**config.mk**
```make
export PLATFORM = sky130hd
export DESIGN_NAME = fpc_ctrl
export DESIGN_NICKNAME = d
export VERILOG_FILES = /design/src/rtl/fpc_pkg.sv /design/src/rtl/fpc_word_reg.sv /design/src/rtl/fpc_rm_resolve.sv /design/src/rtl/fpc_acc_check.sv /design/src/rtl/fpc_ctrl.sv
export SDC_FILE = /design/constraint.sdc
export NUM_CORES = 1
export LEC_CHECK = 0
export BUFFER_PORTS_ARGS = -buffer_cell sky130_fd_sc_hd__buf_2
export CELL_PAD_IN_SITES_DETAIL_PLACEMENT = 0
export CELL_PAD_IN_SITES_GLOBAL_PLACEMENT = 1
export CORE_ASPECT_RATIO = 0.6
export CORE_MARGIN = 2
export CORE_UTILIZATION = 20
export CTS_BUF_LIST = sky130_fd_sc_hd__clkbuf_8 sky130_fd_sc_hd__clkbuf_16
export DETAILED_ROUTE_END_ITERATION = 8
export PLACE_DENSITY = 0.86
export SYNTH_ARGS = -nofsm -noshare
export SYNTH_HDL_FRONTEND = slang
export SYNTH_SLANG_ARGS = --single-unit
```
**constraint.sdc**
```tcl
create_clock -name clk -period 1.06 [get_ports clk]
set_clock_uncertainty 0.2 [all_clocks]
set_input_delay 0.159 -clock clk [delete_from_list [all_inputs] [get_ports clk]]
set_output_delay 0.159 -clock clk [all_outputs]
set_load 0.05 [all_outputs]
```
**src/rtl/fpc_pkg.sv**
```systemverilog
package fpc_pkg;

    localparam int FLAG_W  = 5;
    localparam int RM_W    = 3;
    localparam int ACC_W   = 3;
    localparam int WORD_W  = 32;
    localparam int USED_W  = FLAG_W + RM_W + ACC_W;
    localparam int MODES   = 4;
    localparam int MIDX_W  = 2;

    localparam logic [RM_W-1:0]  RM_DYNAMIC   = 3'b111;
    localparam logic [RM_W-1:0]  RM_FIRST_BAD = 3'b101;
    localparam logic [ACC_W-1:0] ACC_EXACT    = 3'b000;

    typedef struct packed {
        logic [ACC_W-1:0]  acc;
        logic [RM_W-1:0]   frm;
        logic [FLAG_W-1:0] fflags;
    } ctrl_word_t;

    typedef struct packed {
        logic rm_fault;
        logic acc_fault;
    } fault_t;

endpackage

```
**src/rtl/fpc_word_reg.sv**
```systemverilog
module fpc_word_reg
    import fpc_pkg::*;
(
    input  logic                clk,
    input  logic                rst_n,
    input  logic                wr_en,
    input  logic [USED_W-1:0]   wr_data,
    input  logic                flag_valid,
    input  logic [FLAG_W-1:0]   flag_bits,
    output ctrl_word_t          word_q
);

    ctrl_word_t word_d;

    always_comb begin
        word_d = word_q;
        if (flag_valid) begin
            word_d.fflags = word_q.fflags | flag_bits;
        end
        if (wr_en) begin
            word_d = ctrl_word_t'(wr_data);
        end
    end

    always_ff @(posedge clk or negedge rst_n) begin
        if (!rst_n) begin
            word_q <= '0;
        end else begin
            word_q <= word_d;
        end
    end

endmodule

```
**src/rtl/fpc_rm_resolve.sv**
```systemverilog
module fpc_rm_resolve
    import fpc_pkg::*;
(
    input  logic [RM_W-1:0] static_rm,
    input  logic [RM_W-1:0] dyn_rm,
    output logic [RM_W-1:0] rm_out,
    output logic            rm_bad
);

    logic use_dyn;

    always_comb begin
        use_dyn = (static_rm == RM_DYNAMIC);
        rm_out  = use_dyn ? dyn_rm : static_rm;
        rm_bad  = use_dyn && (dyn_rm >= RM_FIRST_BAD);
    end

endmodule

```
**src/rtl/fpc_acc_check.sv**
```systemverilog
module fpc_acc_check
    import fpc_pkg::*;
#(
    parameter int                         NUM_CLASSES  = 4,
    parameter int                         CLS_W        = 2,
    parameter logic [MODES*NUM_CLASSES-1:0] SUPPORT_MASK = '1,
    parameter bit                         PROMOTE      = 1'b0
) (
    input  logic [ACC_W-1:0] acc_req,
    input  logic [CLS_W-1:0] cls,
    output logic [ACC_W-1:0] acc_out,
    output logic             acc_bad
);

    localparam int ROWS = 2 ** CLS_W;
    localparam logic [MODES-1:0] EXACT_BIT = {{(MODES-1){1'b0}}, 1'b1};

    logic [MODES-1:0]  row_mask [ROWS];
    logic [MODES-1:0]  row;
    logic [MIDX_W-1:0] req_idx;
    logic [MIDX_W-1:0] served_idx;
    logic              odd_code;
    logic              no_serve;

    for (genvar g = 0; g < ROWS; g++) begin : g_rows
        if (g < NUM_CLASSES) begin : g_real
            assign row_mask[g] = SUPPORT_MASK[g*MODES +: MODES] | EXACT_BIT;
        end else begin : g_pad
            assign row_mask[g] = EXACT_BIT;
        end
    end

    assign row      = row_mask[cls];
    assign req_idx  = acc_req[ACC_W-1:1];
    assign odd_code = acc_req[0];

    if (PROMOTE) begin : g_promote
        always_comb begin
            served_idx = '0;
            for (int j = 0; j < MODES; j++) begin
                if (row[j] && (j <= int'(req_idx))) begin
                    served_idx = MIDX_W'(j);
                end
            end
            no_serve = 1'b0;
        end
    end else begin : g_strict
        always_comb begin
            served_idx = req_idx;
            no_serve   = !row[req_idx];
        end
    end

    always_comb begin
        acc_bad = odd_code || no_serve;
        acc_out = acc_bad ? ACC_EXACT : {served_idx, 1'b0};
    end

endmodule

```
**src/rtl/fpc_ctrl.sv**
```systemverilog
module fpc_ctrl
    import fpc_pkg::*;
#(
    parameter int NUM_CLASSES = 4,
    parameter logic [MODES*NUM_CLASSES-1:0] SUPPORT_MASK = '1,
    parameter bit PROMOTE = 1'b0,
    localparam int CLS_W = (NUM_CLASSES > 1) ? $clog2(NUM_CLASSES) : 1
) (
    input  logic               clk,
    input  logic               rst_n,
    input  logic               csr_we,
    input  logic [WORD_W-1:0]  csr_wdata,
    output logic [WORD_W-1:0]  csr_rdata,
    input  logic               flag_set_valid,
    input  logic [FLAG_W-1:0]  flag_set,
    input  logic               issue_valid,
    input  logic [RM_W-1:0]    issue_rm,
    input  logic [CLS_W-1:0]   issue_class,
    output logic [RM_W-1:0]    eff_rm,
    output logic [ACC_W-1:0]   eff_acc,
    output logic               trap_req,
    output logic [1:0]         trap_cause
);

    ctrl_word_t word_q;
    logic       rm_bad;
    logic       acc_bad;
    fault_t     fault;

    fpc_word_reg u_reg (
        .clk        (clk),
        .rst_n      (rst_n),
        .wr_en      (csr_we),
        .wr_data    (csr_wdata[USED_W-1:0]),
        .flag_valid (flag_set_valid),
        .flag_bits  (flag_set),
        .word_q     (word_q)
    );

    fpc_rm_resolve u_rm (
        .static_rm (issue_rm),
        .dyn_rm    (word_q.frm),
        .rm_out    (eff_rm),
        .rm_bad    (rm_bad)
    );

    fpc_acc_check #(
        .NUM_CLASSES  (NUM_CLASSES),
        .CLS_W        (CLS_W),
        .SUPPORT_MASK (SUPPORT_MASK),
        .PROMOTE      (PROMOTE)
    ) u_acc (
        .acc_req (word_q.acc),
        .cls     (issue_class),
        .acc_out (eff_acc),
        .acc_bad (acc_bad)
    );

    always_comb begin
        fault.rm_fault  = issue_valid && rm_bad;
        fault.acc_fault = issue_valid && acc_bad;
        trap_cause      = {fault.acc_fault, fault.rm_fault};
        trap_req        = fault.rm_fault || fault.acc_fault;
        csr_rdata       = {{(WORD_W-USED_W){1'b0}}, word_q};
    end

endmodule

```
==> flow_summary.toml <==
[synthesis]
synth.distinct_cells = 15
yosysWarnings = 0
synth_compound_area_share_pct = 11.31
muxShareOfSynthArea_pct = 12.72
synthXorXnorAreaFrac_pct = 0
synth_adder_area_share_pct = 0
synth-seq-area-share_pct = 38.87
synth_seq_cells = 11
syn_inst = 72
synthesis.area_um2 = 708.2
synth_top_family_by_area = "buffers and inverters"
synth-simple-area-share_pct = 8.481
syn_avg_cell_area_um2 = 9.836

[setup_path]
worst_setup_path_end_kind = "output port"
worstReg2RegEnd = "u_reg.word_q[6]"
critical_path_class = "flip-flop to output port"
reg2reg_depth = 4
cp.required_ns = 0.70
r2r_slack_ns = -0.27
startpoint_type = "flip-flop"
path_max_fanout = 3
critical_path_arrival_ns = 1.12
crit-reg2reg-launch = "u_reg.word_q[6]"
critPathBufInv = 2
max_stage_delay_ns = 0.42
path_delay_family = "flip-flops"
path_cells = "buf_6 -> o21a_4 -> buf_8"
slowest_stage = "dfrtp_2"

[detailed_routing]
drt_wl_total_um = 1955
drc = 0
ant_nets = 0
num_vias = 654
drtIter0Drc = 32
vias_per_cell = 3.633
first_pass_iters = 4
post_drt_wl_per_cell_um = 10.86

[grt]
antenna_found_initial = 0
grt_pass1_wl_um = 3167
grt_pass1_vias = 653
grt_overflow_total = 0
grt_max_degree = 12
grt_use_total_pct = 10.10

[timing]
fmax_mhz = 676.4
holdWs_ns = -0.04622
setup-violations-final = 23
rsz0062_at_grt = "yes"
slew_violations = 0
finalHoldViolCount = 9
period_share_pct = 139.5
setup_tns_ns = -5.548
fin_ws_ns = -0.4183
min_period_ns = 1.478

[clock_network]
cts_num_sinks = 11
cts-root-buf = "clkbuf_8"
worst_skew_pair.late_latency_ns = 0.23
cts_tree = "yes"
numCtsBuffers = 3
cts_max_level = 1
cts_hold_buf = 6
cts_buffer_depth = 2
path_clk_slew_ns = 0.05

[final_layout]
diodes = 0
fin_nets = 183
final_core_util_pct = 41.23
syn_to_final_growth_pct = 93.46
regMostFlops = "u_reg.word_q"
top_regs = "u_reg.word_q: 11 flops"
largest_reg_flops = 11
layout-drive-gt1-share_pct = 65.93
final_area_um2 = 1370

[power]
finalPower_mw = 1.829
p_leak_nw = 0.6700
ir_drop_uv = 417.1
power_density_nw_per_um2 = 1335

[min_path]
min_from = "csr_wdata[8]"
min_to = "u_reg.word_q[8]"
hold_path_depth = 2
hold_path_class = "input port to flip-flop"

[outcome]
status = "complete, but fails checks"
violations = "negative hold slack, negative setup slack"

[die]
die_x_um = 80.82
core_area_um2 = 3323
fp.dieH_um = 50.10
fp-row-count = 16
initial_core_util_pct = 21.31
dieArea_um2 = 4049
ios = 88

[placed_design]
portBuffers = 42
hpwl_um = 1401
place.gp.congestion = 0.6651
place_area_um2 = 1012

[run]
maxCapViolations = 0
-- worst max path at each step --
stage | cells past startpoint | endpoint | slack [ns] | start
2_1_floorplan | 2 | trap_req | -0.54 | u_reg.word_q[7]
3_3_place_gp | 3 | trap_req | -0.30 | u_reg.word_q[5]
3_5_place_dp | 3 | trap_req | -0.32 | u_reg.word_q[5]
4_1_cts | 3 | eff_rm[2] | -0.42 | u_reg.word_q[7]
5_1_grt | 3 | eff_rm[0] | -0.45 | u_reg.word_q[5]
6_report | 3 | eff_rm[0] | -0.42 | u_reg.word_q[5]
-- stage by stage --
step / setup WS (ns) / hold WS [ns] / cells
floorplan: -0.5389 / -0.3366 / 93
global placement: -0.3007 / -0.1491 / 163
detailed placement: -0.3150 / -0.1510 / 163
CTS: -0.4236 / -0.05380 / 178
global route: -0.4487 / -0.04540 / 180
finish: -0.4183 / -0.04622 / 180
-- cell families after synthesis --
family                 Yosys count
AO/OA/AOI/OAI                   14
buffers and inverters           26
flip-flops                      11
multiplexers                     6
other                            1
AND/OR/NAND/NOR                 14
-- layout by cell type, fill, tap and decap left out, types with 4 or more instances in the layout --
master and n:
buf_2 23, conb_1 22, buf_6 16, dfrtp_2 11, buf_8 10, nand2_1 8
buf_4 8, mux2_4 6, dlygate4sd3_1 6, o21ai_1 5, a21oi_1 4
-- report_power, final --
| group | switching, mW | internal [mW] |
|---|---|---|
| Clock | 0.148 | 0.253 |
| Combinational | 0.558 | 0.352 |
| Sequential | 0.0475 | 0.470 |
| Total | 0.753 | 1.08 |
-- metal layers --
| metal | global-route usage, % | up-vias | wire length, um |
|---|---|---|---|
| li1 | - | 322 | - |
| met1 | 13.04 | 306 | 825 |
| met2 | 16.80 | 24 | 1011 |
| met3 | 3.114 | 2 | 104 |
| met4 | 1.695 | 0 | 12 |
| met5 | 0 | - | 0 |
-- cell usage after synthesis, drive strengths merged --
master  number  area [um2]
nor2b        2       12.51
o31ai        1       7.510
o21ai        5       25.02
mux2         6       90.09
buf         25       195.2
conb         1       3.750
nor2         1       3.750
dfrtp       11       275.3
inv          1       3.750
a21oi        5       25.02
o21a         3       22.52
nand2        9       33.78
nand3        1       5.000
nor3         1       5.000
-- area by class of cell --
| cell class | instances | area [um2] |
|---|---|---|
| multi-input combinational | 56 | 406.6 |
| sequential | 11 | 289.0 |
| fill | 346 | 1953 |
| clock inverter | 1 | 3.754 |
| inverter | 1 | 7.507 |
| tap | 45 | 56.30 |
| clock buffer | 3 | 41.29 |
| timing repair buffer | 63 | 565.5 |
-- timing repair --
action / in CTS / in global routing
hold endpoints to repair: 22 / 6
setup buffers: 5 / 2
setup endpoints to repair: 23 / 23
gates resized for setup: 50 / 9
pin swaps: 4 / 0
No activity file was read; power rests on OpenSTA's default activity.
